### src/rtl/hsdiv_pkg.sv
package hsdiv_pkg;

    localparam int WORD_W   = 32;
    localparam int CODE_W   = 6;
    localparam int CNT_W    = CODE_W + 1;
    localparam int NSRC     = 5;

    // bit positions inside the configuration words
    localparam int KIND_LSB = 0;
    localparam int VCO_BIT  = 8;
    localparam int ALT_LSB  = 16;
    localparam int EN_BIT   = 31;
    localparam int CODE_LSB = 0;

    typedef enum logic [1:0] {
        SRC_LOW   = 2'd0,
        SRC_BAD   = 2'd1,
        SRC_FIXED = 2'd2,
        SRC_OSC   = 2'd3
    } src_kind_e;

    typedef enum logic [2:0] {
        PICK_XTAL = 3'd0,
        PICK_R108 = 3'd1,
        PICK_R100 = 3'd2,
        PICK_OSC0 = 3'd3,
        PICK_OSC1 = 3'd4,
        PICK_NONE = 3'd5
    } pick_e;

    typedef struct packed {
        src_kind_e kind;
        logic      alt;
        logic      osc_b;
    } src_cfg_t;

    typedef struct packed {
        logic              en;
        logic [CODE_W-1:0] code;
    } div_cfg_t;

    typedef struct packed {
        src_cfg_t src;
        div_cfg_t div;
    } cfg_t;

    localparam cfg_t RST_CFG = '{
        src: '{kind: SRC_LOW, alt: 1'b0, osc_b: 1'b0},
        div: '{en: 1'b0, code: '0}
    };

    function automatic src_cfg_t decode_src(input logic [WORD_W-1:0] w);
        src_cfg_t s;
        s.kind  = src_kind_e'(w[KIND_LSB +: 2]);
        s.alt   = &w[ALT_LSB +: 2];
        s.osc_b = w[VCO_BIT];
        return s;
    endfunction

    function automatic div_cfg_t decode_div(input logic [WORD_W-1:0] w);
        div_cfg_t d;
        d.en   = w[EN_BIT];
        d.code = w[CODE_LSB +: CODE_W];
        return d;
    endfunction

    function automatic pick_e pick_of(input src_cfg_t s);
        case (s.kind)
            SRC_LOW:   return s.alt ? PICK_R108 : PICK_XTAL;
            SRC_FIXED: return PICK_R100;
            SRC_OSC:   return s.osc_b ? PICK_OSC1 : PICK_OSC0;
            default:   return PICK_NONE;
        endcase
    endfunction

    // strobes per output period
    function automatic logic [CNT_W-1:0] half_count(input div_cfg_t d);
        return d.en ? (CNT_W'(d.code) + CNT_W'(2)) : CNT_W'(2);
    endfunction

endpackage

### src/rtl/hsdiv_cfg.sv
module hsdiv_cfg
    import hsdiv_pkg::*;
(
    input  logic                clk,
    input  logic                rst,
    input  logic                we,
    input  logic                addr,
    input  logic [WORD_W-1:0]   wdata,
    input  logic                boundary,
    output cfg_t                act_q,
    output logic                nxt_bad,
    output logic [CNT_W-1:0]    nxt_n
);

    cfg_t pend_q;
    cfg_t nxt;
    logic dirty_q;
    logic act_bad;
    logic apply;

    assign act_bad = (act_q.src.kind == SRC_BAD);
    assign apply   = dirty_q && (act_bad || boundary);
    assign nxt     = apply ? pend_q : act_q;
    assign nxt_bad = (nxt.src.kind == SRC_BAD);
    assign nxt_n   = half_count(nxt.div);

    always_ff @(posedge clk) begin
        if (rst) begin
            pend_q  <= RST_CFG;
            act_q   <= RST_CFG;
            dirty_q <= 1'b0;
        end else begin
            if (apply) begin
                act_q   <= pend_q;
                dirty_q <= 1'b0;
            end
            if (we) begin
                if (addr) pend_q.div <= decode_div(wdata);
                else      pend_q.src <= decode_src(wdata);
                dirty_q <= 1'b1;
            end
        end
    end

    // active setting only moves at a period end or while dead
    p_hold_until_boundary_r8: assert property (@(posedge clk) disable iff (rst)
        (!boundary && !act_bad) |=> $stable(act_q));

endmodule

### src/rtl/hsdiv_srcmux.sv
module hsdiv_srcmux
    import hsdiv_pkg::*;
#(
    parameter int N_IN = NSRC
) (
    input  logic            clk,
    input  logic            rst,
    input  src_cfg_t        sel,
    input  logic [N_IN-1:0] strobe,
    output logic            ev
);

    pick_e           pick;
    logic [N_IN-1:0] hit;

    assign pick = pick_of(sel);

    for (genvar i = 0; i < N_IN; i++) begin : g_hit
        assign hit[i] = (pick == pick_e'(3'(i))) && strobe[i];
    end

    assign ev = |hit;

    // a dead source never produces an event
    p_dead_no_event_r4: assert property (@(posedge clk) disable iff (rst)
        (sel.kind == SRC_BAD) |-> !ev);

endmodule

### src/rtl/hsdiv_core.sv
module hsdiv_core
    import hsdiv_pkg::*;
(
    input  logic             clk,
    input  logic             rst,
    input  logic             ev,
    input  logic             act_bad,
    input  logic [CNT_W-1:0] act_n,
    input  logic             nxt_bad,
    input  logic [CNT_W-1:0] nxt_n,
    output logic             boundary,
    output logic             div_clk
);

    logic [CNT_W-1:0] rem_q;
    logic [CNT_W-1:0] rem_dec;
    logic [CNT_W-1:0] low_len;

    assign rem_dec  = rem_q - CNT_W'(1);
    assign low_len  = act_n >> 1;
    assign boundary = ev && (rem_q == '0);

    always_ff @(posedge clk) begin
        if (rst) begin
            rem_q   <= '0;
            div_clk <= 1'b0;
        end else if (nxt_bad) begin
            rem_q   <= '0;
            div_clk <= 1'b0;
        end else if (ev) begin
            if (rem_q == '0) begin
                rem_q   <= nxt_n - CNT_W'(1);
                div_clk <= 1'b1;
            end else begin
                rem_q   <= rem_dec;
                div_clk <= (rem_dec >= low_len);
            end
        end
    end

    // output held low while no clock is selected
    p_dead_low_r4: assert property (@(posedge clk) disable iff (rst)
        act_bad |-> !div_clk);

    // output moves only after a selected strobe
    p_quiet_r10: assert property (@(posedge clk) disable iff (rst)
        !ev |=> $stable(div_clk));

    // position within the period stays inside the period length
    p_rem_range_r5: assert property (@(posedge clk) disable iff (rst)
        rem_q < act_n);

endmodule

### src/rtl/hsdiv_top.sv
module hsdiv_top
    import hsdiv_pkg::*;
(
    input  logic              clk,
    input  logic              rst,
    input  logic              cfg_we,
    input  logic              cfg_addr,
    input  logic [WORD_W-1:0] cfg_wdata,
    input  logic              xtal_edge,
    input  logic              ref108_edge,
    input  logic              ref100_edge,
    input  logic              vco0_edge,
    input  logic              vco1_edge,
    output logic              div_clk,
    output logic              no_clk
);

    cfg_t             act;
    logic             nxt_bad;
    logic [CNT_W-1:0] nxt_n;
    logic [CNT_W-1:0] act_n;
    logic             act_bad;
    logic             ev;
    logic             boundary;
    logic [NSRC-1:0]  strobes;

    // order follows pick_e
    assign strobes = {vco1_edge, vco0_edge, ref100_edge, ref108_edge, xtal_edge};
    assign act_n   = half_count(act.div);
    assign act_bad = (act.src.kind == SRC_BAD);
    assign no_clk  = act_bad;

    hsdiv_cfg u_cfg (
        .clk      (clk),
        .rst      (rst),
        .we       (cfg_we),
        .addr     (cfg_addr),
        .wdata    (cfg_wdata),
        .boundary (boundary),
        .act_q    (act),
        .nxt_bad  (nxt_bad),
        .nxt_n    (nxt_n)
    );

    hsdiv_srcmux #(.N_IN(NSRC)) u_mux (
        .clk    (clk),
        .rst    (rst),
        .sel    (act.src),
        .strobe (strobes),
        .ev     (ev)
    );

    hsdiv_core u_core (
        .clk      (clk),
        .rst      (rst),
        .ev       (ev),
        .act_bad  (act_bad),
        .act_n    (act_n),
        .nxt_bad  (nxt_bad),
        .nxt_n    (nxt_n),
        .boundary (boundary),
        .div_clk  (div_clk)
    );

endmodule

### config.mk
export PLATFORM = sky130hd
export DESIGN_NAME = hsdiv_top
export DESIGN_NICKNAME = d
export VERILOG_FILES = /design/src/rtl/hsdiv_pkg.sv /design/src/rtl/hsdiv_cfg.sv /design/src/rtl/hsdiv_srcmux.sv /design/src/rtl/hsdiv_core.sv /design/src/rtl/hsdiv_top.sv
export SDC_FILE = /design/constraint.sdc
export NUM_CORES = 1
export LEC_CHECK = 0
export BUFFER_PORTS_ARGS = -buffer_cell sky130_fd_sc_hd__buf_2
export CAP_MARGIN = 10
export CELL_PAD_IN_SITES_DETAIL_PLACEMENT = 1
export CELL_PAD_IN_SITES_GLOBAL_PLACEMENT = 1
export CORE_ASPECT_RATIO = 1.5
export CORE_UTILIZATION = 40
export DETAILED_ROUTE_END_ITERATION = 10
export MAX_ROUTING_LAYER = met4
export PLACE_DENSITY = 0.9
export SLEW_MARGIN = 20
export SYNTH_ARGS = -nofsm -noshare
export SYNTH_HDL_FRONTEND = slang
export SYNTH_SLANG_ARGS = --single-unit
### constraint.sdc
create_clock -name clk -period 3.8 [get_ports clk]
set_clock_uncertainty 0.1 [all_clocks]
set_input_delay 0.57 -clock clk [delete_from_list [all_inputs] [get_ports clk]]
set_output_delay 0.57 -clock clk [all_outputs]
set_load 0.005 [all_outputs]
==> After elaboration in Yosys (flattened, before gate mapping) <==
Index checks and enable logic that the tools add are counted.
{ "totals": {"wordCells": 54, "register_bits": 31, "out_inout_bits": 2, "input_bits": 41} }
{ "op_classes": {"add_sub_neg": 4, "n_bitwise": 1, "n_mux": 10, "eq_ne": 8, "magnitude_cmp": 1, "n_reduce_logical": 17} }
{ "op_table": {"columns": ["op", "count"], "rows": [
  ["$mux 7", 3],
  ["$add 6x2->7 const B", 2],
  ["$sub 7x1->7 const B", 2],
  ["$mux 11", 1],
  ["$pmux 3 s3", 1],
  ["$ge 7x6->1", 1],
  ["$logic_and 1x1->1", 7],
  ["$logic_not 7->1", 1],
  ["$eq 3x2->1 const B", 2],
  ["$reduce_and 2->1", 3],
  ["$reduce_or 5->1", 1],
  ["$eq 2x1->1 const B", 2],
  ["$eq 2x2->1 const B", 2],
  ["$mux 1", 4],
  ["$eq 3x1->1 const B", 1],
  ["$eq 3x3->1 const B", 1],
  ["$logic_not 3->1", 1],
  ["$mux 3", 1],
  ["$logic_not 2->1", 1],
  ["$reduce_bool 2->1", 1],
  ["$reduce_or 2->1", 1],
  ["$logic_or 1x1->1", 1],
  ["$not 1->1", 1]
]} }

==> Logic depth before layout (Yosys ltp) <==
Gate-level depths: netlist of run 1.
{ "logic_depth": {"ltp_word": 13, "depth_mapped": 17, "mapped_depth_nobuf": 14} }

==> Modules after synthesis <==
Synthesis of run 1 repeated with hierarchy kept, for this count alone.
{ "hier_totals": {"hier_cells": 244, "area_unflattened_um2": 1976.9} }
{ "by_module_without_submodules": {"columns": ["module", "instances", "area_per_inst_um2", "seq_area_each_um2", "cells_each"], "rows": [
  ["hsdiv_cfg", 1, 1069.8, 460.4, 128],
  ["hsdiv_core", 1, 757.0, 160.2, 94],
  ["hsdiv_top", 1, 110.1, 0.0, 17],
  ["hsdiv_srcmux", 1, 40.0, 0.0, 5]
]} }

==> Worst setup path before layout of run 1 <==
OpenSTA, ideal clock, no wires.
{ "synth_timing": {"path_kind": "reg2reg", "startpoint": "register u_core.rem_q[0]", "endpoint": "register u_core.rem_q[6]", "required_ns": 3.581, "setup_ns": 0.119, "path_buffers": 3, "setup_slack_ns": 0.246, "stages_incl_launch_ff": 16, "synth_period_minus_slack_ns": 3.554, "t_arrival_ns": 3.335, "path_cell_list": "dfxtp_1 inv_1 ha_1 and4b_4 buf_6 o221ai_4 buf_6 buf_2 mux2_2 ha_1 or3_1 a21oi_1 o311ai_2 xnor2_1 o21ai_1 o21ai_1"} }
{ "synth_rtl": {"columns": ["item", "line_no", "source"], "rows": [
  ["from (decl)", "hsdiv_core.sv:15", "logic [CNT_W-1:0] rem_q;"],
  ["from (signal assigned)", "hsdiv_core.sv:32", "rem_q <= nxt_n - CNT_W'(1);"],
  ["from (signal assigned)", "hsdiv_core.sv:35", "rem_q <= rem_dec;"]
]} }

==> results.sh, run 1 <==
export IMPL_start_util=0.413
export IMPL_drt_iter0_drc=43
export IMPL_synth_top_cell_by_area="dfxtp_1"
export IMPL_grt_max_degree=25
export IMPL_finalPower_uw=1360
export IMPL_async_flop_share=0
export IMPL_die_w_um=59.5
export IMPL_finalCritPeriodShare=0.903
export IMPL_critPathTopFamily="compound AO/OA/AOI/OAI gates"
export IMPL_dieArea_mm2=0.00525
export IMPL_dr_pass1_iters=3
export IMPL_synth_edff_count=0
export IMPL_synth_top_area_frac=0.313
export IMPL_critPathMaxFanout=8
export IMPL_critPathSlowestCell="ha_1"
export IMPL_required_ns=3.87
export IMPL_finalSetupViolations=0
export IMPL_grt_setup_unrepaired="false"
export IMPL_grt_pass1_wl_um=8680
export IMPL_vias_per_cell=5.46
export IMPL_synth_seq_cells=31
export IMPL_ys_seq_area_frac=0.313
export IMPL_ctsHoldBuffers=0
export IMPL_worst_slew_pin_slew_ns=0.770
export IMPL_grt_total_usage=0.226
export IMPL_vdd_drop_max_mv=0.281
export IMPL_numCtsBuffers=5
export IMPL_fillers=626
export IMPL_hold_violations=0
export IMPL_finalNetCount=309
export IMPL_multi_input_area_mm2=0.00128
export IMPL_clk_path_buf_depth=2
export IMPL_grt_pass1_vias=1919
export IMPL_status="completed"
export IMPL_grtUsageMet1=0.213
export IMPL_cp_buffers_inverters=1
export IMPL_path_cells="inv_1 -> ha_1 -> and4b_4 -> o221ai_4 -> mux2_2 -> ha_1 -> or3_1 -> a21oi_1 -> o311ai_2 -> xnor2_1 -> o21ai_1 -> o21ai_1"
export IMPL_syn_mean_instance_area_um2=8.27
export IMPL_gp_congestion=0.807
export IMPL_cts_tree="built"
export IMPL_synth_main_ff_cell="dfxtp_1"
export IMPL_post_cts_buffers=0
export IMPL_synth_area_leaders="dfxtp_1 31%, mux2i_1 9.1%, ha_1 6.9%"
export IMPL_met3_usage=0.0263
export IMPL_antenna_found_initial=0
export IMPL_wl_um=5050
export IMPL_dp_hpwl_um=3940
export IMPL_htree_levels=2
export IMPL_io_buffers=20
export IMPL_antenna_left=0
export IMPL_routedWlPerCell_um=15.6
export IMPL_seq_area_um2=621
export IMPL_gr_usage_met2=0.419
export IMPL_top_usage_layer="met2"
export IMPL_clkLatencyLatePin_ns=0.29
export IMPL_path_clk_slew_ns=0.08
export IMPL_areaGrowthSynthToFinish_pct=11.0
export IMPL_fmax_mhz=291
export IMPL_max_cap_violations=0
export IMPL_post_cts_resized=0
export IMPL_period_needed_ns=3.43
export IMPL_synth_area_mm2=0.00198
export IMPL_leakage_uw=0.000938
export IMPL_drv_slew=0
export IMPL_maxSlewHeadroom=0.485
export IMPL_critical_path_arrival_ns=3.51
export IMPL_hp_class="register to register"
export IMPL_crit_path_end_kind="register"
export IMPL_die_y_um=88.3
export IMPL_fin_util=0.458
export IMPL_ys_types=47
export IMPL_ios=43
export IMPL_power_density_mw_per_mm2=618
export IMPL_cpPeakStageDelay_ns=0.40
export IMPL_criticalPathCategory="register to register"
export IMPL_grt_overflow=0
export IMPL_insertedDiodeCount=0
export IMPL_finalSetupTns_ns=0
export IMPL_cts_sinks=31
export IMPL_syn_nets=292
export IMPL_synthCells=240
export IMPL_yosysWarnings=0
export IMPL_cts_root_buf="clkbuf_8"
export IMPL_rows=31
export IMPL_drive_above_1_share=0.159
export IMPL_core_area_mm2=0.00481
export IMPL_drc=0
export IMPL_cp_start_kind="register"
export IMPL_vias=1768
metal layers:
metal / routed length (µm) / share of wire
met1: 1920 / 0.38
met2: 2760 / 0.55
met3: 106 / 0.021
met4: 254 / 0.050
met5: 0 / 0
tightest hold or removal path: stages, from the launching register on:
cell     delay, ns
dfxtp_1       0.32
nand2_1       0.06
a21oi_1       0.05
cell usage after synthesis, types with 2 or more instances:
library cell  instances
nor3b_1               2
nor2b_1               4
nor4b_1               2
xnor2_1               5
nand2b_1              5
o21ai_1               3
nor3_1                7
buf_4                 2
inv_1                 4
o211ai_1              2
o21ai_0               6
mux2i_1              18
ha_1                 11
a31oi_1               2
nor2_1               28
xor2_1                9
clkbuf_1              7
nand2_1              29
nand3_1              14
dfxtp_1              31
a21o_1                2
a21boi_0              2
a21oi_1              16
buf_6                 2
a211oi_1              3
mux2_2                3
report_power, final:
part / total (µW) / internal [µW] / leakage, µW / switching, µW
logic: 664 / 287 / 0.000645 / 377
registers: 434 / 374 / 0.000253 / 60.0
clock network: 263 / 127 / 0.0000402 / 135
total: 1360 / 788 / 0.000938 / 572
per-stage QoR:
stage,instances,hold WS [ns],cell area (µm²),worst slack (ns)
final,324,0.381,2200,0.368
after global placement,316,0.365,2110,0.369
after detailed placement,316,0.376,2110,0.265
after global routing,324,0.395,2200,0.225
after CTS,324,0.386,2200,0.352
after floorplan,240,0.343,1980,0.246
path summary, 6_finish.rpt:
check / startpoint / endpoint / slack (ns) / cells after the start
max: u_core.rem_q[1] / u_core.rem_q[6] / 0.37 / 12
min: u_cfg.pend_q[0] / u_cfg.pend_q[0] / 0.38 / 2
max reg2reg: u_core.rem_q[1] / u_core.rem_q[6] / 0.37 / 12
min reg2reg: u_cfg.pend_q[0] / u_cfg.pend_q[0] / 0.38 / 2
placed cells by master (no fill, tap or decap), drive strengths merged, types with 2 or more instances in the layout:
master,n
nor3,7
o211ai,2
nor2,29
nand3,14
clkinvlp,2
a31oi,2
o21ai,10
dfxtp,31
nor3b,2
a211oi,3
mux2i,18
nor4b,2
a21oi,16
nor2b,4
or3,2
a21boi,2
inv,4
nand2,29
a21o,2
xnor2,5
buf,22
nand2b,5
xor2,9
ha,11
clkbuf,5
mux2,3
or2,2
state kept, by name, summed over array words and instances (netlist names):
signal,cells
u_cfg.dirty_q,1
u_core.div_clk,1
u_cfg.pend_q,11
u_cfg.act_q,11
u_core.rem_q,7
area by class of cell:
type                       count  share of cell area
clock inverter                 3             0.00909
inverter                       4             0.00682
sequential                    31               0.282
multi-input combinational    193               0.581
tap                           66              0.0375
clock buffer                   5              0.0313
timing repair buffer          22              0.0523
cells by family after synthesis:
family | count (synthesis) | share of synthesized area
AOI/OAI and AO/OA | 44 | 0.154
adders and majority gates | 11 | 0.0694
buffers and inverters | 16 | 0.0422
DFF | 31 | 0.313
muxes | 21 | 0.108
xor gates and xnor gates | 14 | 0.0618
and+or+nand+nor | 103 | 0.252
No activity file was read; power rests on OpenSTA's default activity.
==> run 2, diff against run 1 <==
--- a/config.mk
+++ b/config.mk
@@ -5,15 +5,16 @@
 export SDC_FILE = /design/constraint.sdc
 export NUM_CORES = 1
 export LEC_CHECK = 0
+export ABC_AREA = 1
 export BUFFER_PORTS_ARGS = -buffer_cell sky130_fd_sc_hd__buf_2
 export CAP_MARGIN = 10
 export CELL_PAD_IN_SITES_DETAIL_PLACEMENT = 1
 export CELL_PAD_IN_SITES_GLOBAL_PLACEMENT = 1
 export CORE_ASPECT_RATIO = 1.5
-export CORE_UTILIZATION = 40
+export CORE_UTILIZATION = 42
 export DETAILED_ROUTE_END_ITERATION = 10
 export MAX_ROUTING_LAYER = met4
-export PLACE_DENSITY = 0.9
+export PLACE_DENSITY = 0.95
 export SLEW_MARGIN = 20
 export SYNTH_ARGS = -nofsm -noshare
 export SYNTH_HDL_FRONTEND = slang
==> constraint.sdc (replaced) <==
create_clock -name clk -period 4.2 [get_ports clk]
set_clock_uncertainty 0.1 [all_clocks]
set_input_delay 0.63 -clock clk [delete_from_list [all_inputs] [get_ports clk]]
set_output_delay 0.63 -clock clk [all_outputs]
set_load 0.005 [all_outputs]
==> results.sh, run 2 <==
export IMPL_status="completed"
export IMPL_worst_slew_pin_slew_ns=0.672
export IMPL_ctsHoldBuffers=0
export IMPL_synth_seq_cells=31
export IMPL_ios=43
export IMPL_timing_rr_start="u_core.rem_q[0]"
export IMPL_maxSlewHeadroom=0.550
export IMPL_rows=30
export IMPL_cts_root_buf="clkbuf_8"
export IMPL_hold_violations=0
export IMPL_finalSetupTns_ns=0
export IMPL_dp_cells=359
export IMPL_pre_cts_ws_ns=1.22
export IMPL_dr_pass1_iters=4
export IMPL_post_cts_resized=0
export IMPL_hp_class="register to register"
export IMPL_finalPower_uw=1270
export IMPL_synth_main_ff_cell="dfxtp_1"
export IMPL_clkLatencyLatePin_ns=0.29
export IMPL_yosysMostFrequentCell="nand2_1"
export IMPL_critPathTopFamily="simple AND/OR/NAND/NOR gates"
export IMPL_antenna_left=0
export IMPL_synthMuxAreaShare=0
export IMPL_drt_iter0_drc=36
export IMPL_io_buffers=20
export IMPL_synth_area_mm2=0.00201
export IMPL_required_ns=4.28
export IMPL_reg2reg_depth=18
export IMPL_numCtsBuffers=5
export IMPL_criticalPathCategory="register to register"
export IMPL_holdPathEnd="u_cfg.pend_q[0]"
export IMPL_mostFrequentLayoutCell="nand2_1"
export IMPL_finalNetCount=354
export IMPL_dieArea_mm2=0.00506
export IMPL_critPathMaxFanout=18
export IMPL_max_cap_violations=0
export IMPL_crit_top_cell="nand2_1"
export IMPL_insertedDiodeCount=0
export IMPL_synthCells=280
export IMPL_leakage_uw=0.00101
export IMPL_areaGrowthSynthToFinish_pct=12.6
export IMPL_worstReg2RegEnd="u_core.rem_q[6]"
export IMPL_vdd_drop_max_mv=0.257
export IMPL_top_regs="u_cfg.act_q: 11 flops, u_cfg.pend_q: 11 flops, u_core.rem_q: 7 flops"
export IMPL_wl_um=5010
export IMPL_drc=0
export IMPL_timing_final_ws_setup_ns=1.36
export IMPL_stdcell_area_mm2=0.00226
export IMPL_start_util=0.442
export IMPL_synth_top_cell_by_area="dfxtp_1"
export IMPL_grt_pass1_vias=1976
export IMPL_synth_top_family_by_area="simple AND/OR/NAND/NOR gates"
export IMPL_vias_per_cell=5.10
export IMPL_r2r_slack_ns=1.36
export IMPL_drive_above_1_share=0.208
export IMPL_cpPeakStageDelay_ns=0.33
export IMPL_synth_compound_area_frac=0.159
export IMPL_synth_xor_area_frac=0.0262
export IMPL_critPathSlowestCell="dfxtp_1"
export IMPL_placed_area_mm2=0.00216
export IMPL_grt_setup_unrepaired="false"
export IMPL_cts_tree="built"
export IMPL_syn_nets=332
export IMPL_syn_mean_instance_area_um2=7.16
export IMPL_die_y_um=86.6
export IMPL_grt_total_usage=0.230
export IMPL_synth_edff_count=0
export IMPL_instances_no_fill=367
export IMPL_ys_types=35
export IMPL_ys_seq_area_frac=0.309
export IMPL_yosysWarnings=0
export IMPL_finalSetupViolations=0
export IMPL_vias=1870
export IMPL_gp_congestion=0.812
export IMPL_drv_slew=0
export IMPL_grt_overflow=0
export IMPL_htree_levels=2
export IMPL_antenna_found_initial=0
export IMPL_synth_top_area_frac=0.309
export IMPL_synth_fa_ha_area_frac=0.0686
export IMPL_whs_path_depth=2
export IMPL_cts_sinks=31
export IMPL_synth_area_leaders="dfxtp_1 31%, nand2_1 8.0%, ha_1 6.9%"
export IMPL_critical_path_arrival_ns=2.92
export IMPL_synth_common_cells="43 x nand2_1, 35 x nor2_1, 34 x inv_1"
export IMPL_cp_buffers_inverters=3
export IMPL_post_cts_buffers=0
export IMPL_synth_simple_area_share=0.341
export IMPL_grt_pass1_wl_um=8580
export IMPL_async_flop_share=0
export IMPL_hp_start="u_cfg.pend_q[0]"
export IMPL_mostFrequentLayoutCells="43 x nand2_1, 35 x nor2_1, 34 x inv_1"
export IMPL_core_area_mm2=0.00454
export IMPL_finalCritPeriodShare=0.677
export IMPL_power_density_mw_per_mm2=562
export IMPL_crit_path_end_kind="register"
export IMPL_routedWlPerCell_um=13.7
export IMPL_period_needed_ns=2.84
export IMPL_grt_max_degree=19
export IMPL_die_w_um=58.4
export IMPL_path_clk_slew_ns=0.07
export IMPL_cp_start_kind="register"
export IMPL_clk_path_buf_depth=2
export IMPL_path_cells="inv_1 -> ha_1 -> nand3_4 -> o21bai_4 -> nand2_4 -> nand2_8 -> nand2_1 -> nand2_1 -> ha_1 -> nand3_2 -> nand2_1 -> inv_1 -> nand2_2 -> clkinv_1 -> nand3_1 -> nand2_1 -> nand3_1 -> a21oi_2"
export IMPL_fmax_mhz=352
export IMPL_dp_hpwl_um=3980
run 2: through the flow:
step	hold slack (ns)	utilization
floorplan	0.329	-
global placement	0.347	0.475
detailed placement	0.357	0.475
CTS	0.366	0.497
global route	0.397	0.497
finish	0.356	0.497
run 2: how the worst max path moves through the flow:
stage | end | from | depth (start not counted)
after floorplan | u_core.rem_q[6] | ref100_edge | 19
after global placement | u_core.rem_q[6] | ref100_edge | 20
after detailed placement | u_core.rem_q[6] | ref100_edge | 20
after CTS | u_core.rem_q[6] | u_core.rem_q[0] | 18
after global routing | u_core.rem_q[6] | u_core.rem_q[0] | 18
final | u_core.rem_q[6] | u_core.rem_q[0] | 18
run 2: final cells by class:
class	count	area [µm²]
Clock buffer	8	100
Multi-Input combinational cell	201	1190
Timing Repair Buffer	20	100
Sequential cell	31	621
Inverter	43	164
Fill cell	614	2280
Tap cell	64	80.1
run 2: tightest hold or removal path, delay by kind of cell, from the launching register on:
kind,cells,cell delay [ns]
buffers and inverters,1,0.06
AOI/OAI and AO/OA,1,0.05
DFF,1,0.30
run 2: logic make-up after synthesis:
logic type,after synthesis
AND/OR/NAND/NOR,128
AO/OA/AOI/OAI,56
buffers and inverters,48
flip-flops,31
adder cells (fa/ha/maj),11
XOR/XNOR,6
run 2: routing by layer:
layer  track usage  wire length [µm]
met4         0.113               178
met5             -                 0
met2         0.436              2880
met1         0.214              1860
met3        0.0433                93
run 2: where the power goes:
group | total (µW) | internal [µW] | switching [µW]
sequential | 391 | 344 | 46.3
combinational | 611 | 221 | 390
clock | 266 | 150 | 117
total | 1270 | 715 | 554
==> run 3, diff against run 2 <==
--- a/config.mk
+++ b/config.mk
@@ -11,10 +11,10 @@
 export CELL_PAD_IN_SITES_DETAIL_PLACEMENT = 1
 export CELL_PAD_IN_SITES_GLOBAL_PLACEMENT = 1
 export CORE_ASPECT_RATIO = 1.5
-export CORE_UTILIZATION = 42
+export CORE_UTILIZATION = 39
 export DETAILED_ROUTE_END_ITERATION = 10
 export MAX_ROUTING_LAYER = met4
-export PLACE_DENSITY = 0.95
+export PLACE_DENSITY = 0.9
 export SLEW_MARGIN = 20
 export SYNTH_ARGS = -nofsm -noshare
 export SYNTH_HDL_FRONTEND = slang
==> constraint.sdc (replaced) <==
create_clock -name clk -period 2.7 [get_ports clk]
set_clock_uncertainty 0.1 [all_clocks]
set_input_delay 0.405 -clock clk [delete_from_list [all_inputs] [get_ports clk]]
set_output_delay 0.405 -clock clk [all_outputs]
set_load 0.005 [all_outputs]
==> results.sh, run 3 (synthesis gave the netlist of run 2 again) <==
export IMPL_cts_tree="built"
export IMPL_critPathMaxFanout=6
export IMPL_r2r_slack_ns=0.09
export IMPL_stdcell_area_mm2=0.00241
export IMPL_grt_overflow=0
export IMPL_instances_no_fill=384
export IMPL_finalSetupViolations=0
export IMPL_die_w_um=60.6
export IMPL_ios=43
export IMPL_core_area_mm2=0.00489
export IMPL_p_seq_frac=0.291
export IMPL_grt_pass1_vias=2167
export IMPL_drc=0
export IMPL_clk_path_buf_depth=2
export IMPL_start_util=0.410
export IMPL_top_regs="u_cfg.act_q: 11 flops, u_cfg.pend_q: 11 flops, u_core.rem_q: 7 flops"
export IMPL_timing_rr_start="u_core.rem_q[1]"
export IMPL_grt_max_degree=14
export IMPL_areaGrowthSynthToFinish_pct=20.4
export IMPL_net_switching_power_uw=939
export IMPL_gp_congestion=0.821
export IMPL_whs_path_depth=3
export IMPL_reg2reg_depth=18
export IMPL_htree_levels=2
export IMPL_antenna_found_initial=0
export IMPL_dr_pass1_iters=4
export IMPL_insertedDiodeCount=0
export IMPL_grt_pass1_wl_um=9230
export IMPL_worst_slew_pin_slew_ns=0.570
export IMPL_path_clk_slew_ns=0.07
export IMPL_hp_start="cfg_wdata[8]"
export IMPL_rows=31
export IMPL_clkLatencyLatePin_ns=0.29
export IMPL_pwr_share_clk=0.178
export IMPL_routedWlPerCell_um=14.7
export IMPL_io_buffers=20
export IMPL_hp_class="input pin to register"
export IMPL_drive_above_1_share=0.280
export IMPL_criticalPathCategory="register to register"
export IMPL_wl_um=5660
export IMPL_pre_cts_ws_ns=0.0516
export IMPL_status="completed"
export IMPL_drv_slew=0
export IMPL_finalPower_uw=2110
export IMPL_cp_start_kind="register"
export IMPL_timing_final_ws_setup_ns=0.0903
export IMPL_cts_sinks=31
export IMPL_hold_violations=0
export IMPL_max_cap_violations=0
export IMPL_critical_path_arrival_ns=2.69
export IMPL_cts_root_buf="clkbuf_8"
export IMPL_vias_per_cell=5.19
export IMPL_power_share_switching=0.445
export IMPL_required_ns=2.78
export IMPL_numCtsBuffers=5
export IMPL_dieArea_mm2=0.00544
export IMPL_dp_hpwl_um=4160
export IMPL_power_density_mw_per_mm2=874
export IMPL_maxSlewHeadroom=0.619
export IMPL_dp_cells=371
export IMPL_drt_iter0_drc=51
export IMPL_period_needed_ns=2.61
export IMPL_finalCritPeriodShare=0.967
export IMPL_vias=1992
export IMPL_holdPathEnd="u_cfg.pend_q[7]"
export IMPL_fmax_mhz=383
export IMPL_fillers=673
export IMPL_intPower_uw=1170
export IMPL_antenna_left=0
export IMPL_finalNetCount=369
export IMPL_grt_total_usage=0.230
export IMPL_die_y_um=89.8
export IMPL_placed_area_mm2=0.00224
export IMPL_hold_slack_ns=0.229
export IMPL_power_frac_comb=0.530
export IMPL_worstReg2RegEnd="u_core.rem_q[6]"
export IMPL_mostFrequentLayoutCells="42 x nand2_1, 35 x nor2_1, 33 x inv_1"
export IMPL_mostFrequentLayoutCell="nand2_1"
export IMPL_crit_path_end_kind="register"
export IMPL_leakage_uw=0.00108
export IMPL_vdd_drop_max_mv=0.446
[run 3: changes by cell type in the layout (fill, tap and decap cells not counted), sizes merged]
cell      change
buf          +14
clkbuf        -3
clkinvlp      +2
clkinv        +1
nand2         +1
[run 3: through the flow]
step                       util  setup TNS, ns
after floorplan               -              0
after global placement    0.458              0
after detailed placement  0.458              0
after CTS                 0.476              0
after global routing      0.494        -0.0249
final                     0.494              0
[run 3: final cells by class]
type                            count  area (µm²)  area share
Clock buffer                        5        68.8      0.0285
Clock inverter                      3        20.0     0.00829
Inverter                           43         164      0.0679
Multi-Input combinational cell    202        1250       0.517
Sequential cell                    31         627       0.260
Tap cell                           66        82.6      0.0342
Timing Repair Buffer               34         205      0.0850
[run 3: what timing repair did]
item	CTS	global route
hold buffers	0	0
setup buffers	0	4
setup endpoints to repair	0	5
resized for setup	0	14
[run 3: worst max path at each step]
stage | startpoint | end | slack (ns) | depth (start not counted)
2_1_floorplan | u_core.rem_q[0] | u_core.rem_q[6] | 0.36 | 18
6_report | u_core.rem_q[1] | u_core.rem_q[6] | 0.09 | 18
5_1_grt | u_cfg.act_q[7] | u_core.rem_q[6] | -0.02 | 21
3_3_place_gp | ref100_edge | u_core.rem_q[6] | 0.14 | 20
3_5_place_dp | ref100_edge | u_core.rem_q[6] | 0.05 | 20
4_1_cts | u_core.rem_q[0] | u_core.rem_q[6] | 0.02 | 18
[run 3: power groups by stage]
stage	Clock, µW	Sequential (µW)	Combinational, µW
3_5_place_dp	0	617	1030
4_1_cts	378	608	1050
2_1_floorplan	0	595	750
5_1_grt	405	631	1250
6_report	376	615	1120
3_3_place_gp	0	616	982
[run 3: metal layers]
metal | track usage | part of all wire | up-vias
met1 | 0.204 | 0.35 | 953
met4 | 0.140 | 0.046 | 0
met2 | 0.421 | 0.58 | 37
met5 | - | 0 | -
met3 | 0.0417 | 0.025 | 23
li1 | - | - | 979
[run 3: worst max-delay path, cell delays in order, from the launching register on]
cell	delay [ns]
dfxtp_1	0.33
inv_1	0.12
ha_4	0.17
nand3_4	0.08
o21bai_4	0.19
nand2_4	0.14
nand2_8	0.09
nand2_2	0.09
nand2_1	0.13
ha_4	0.32
nand3_4	0.09
nand2_1	0.07
inv_1	0.06
nand2_2	0.08
clkinv_1	0.10
nand3_1	0.12
nand2_1	0.07
nand3_1	0.08
a21oi_2	0.05
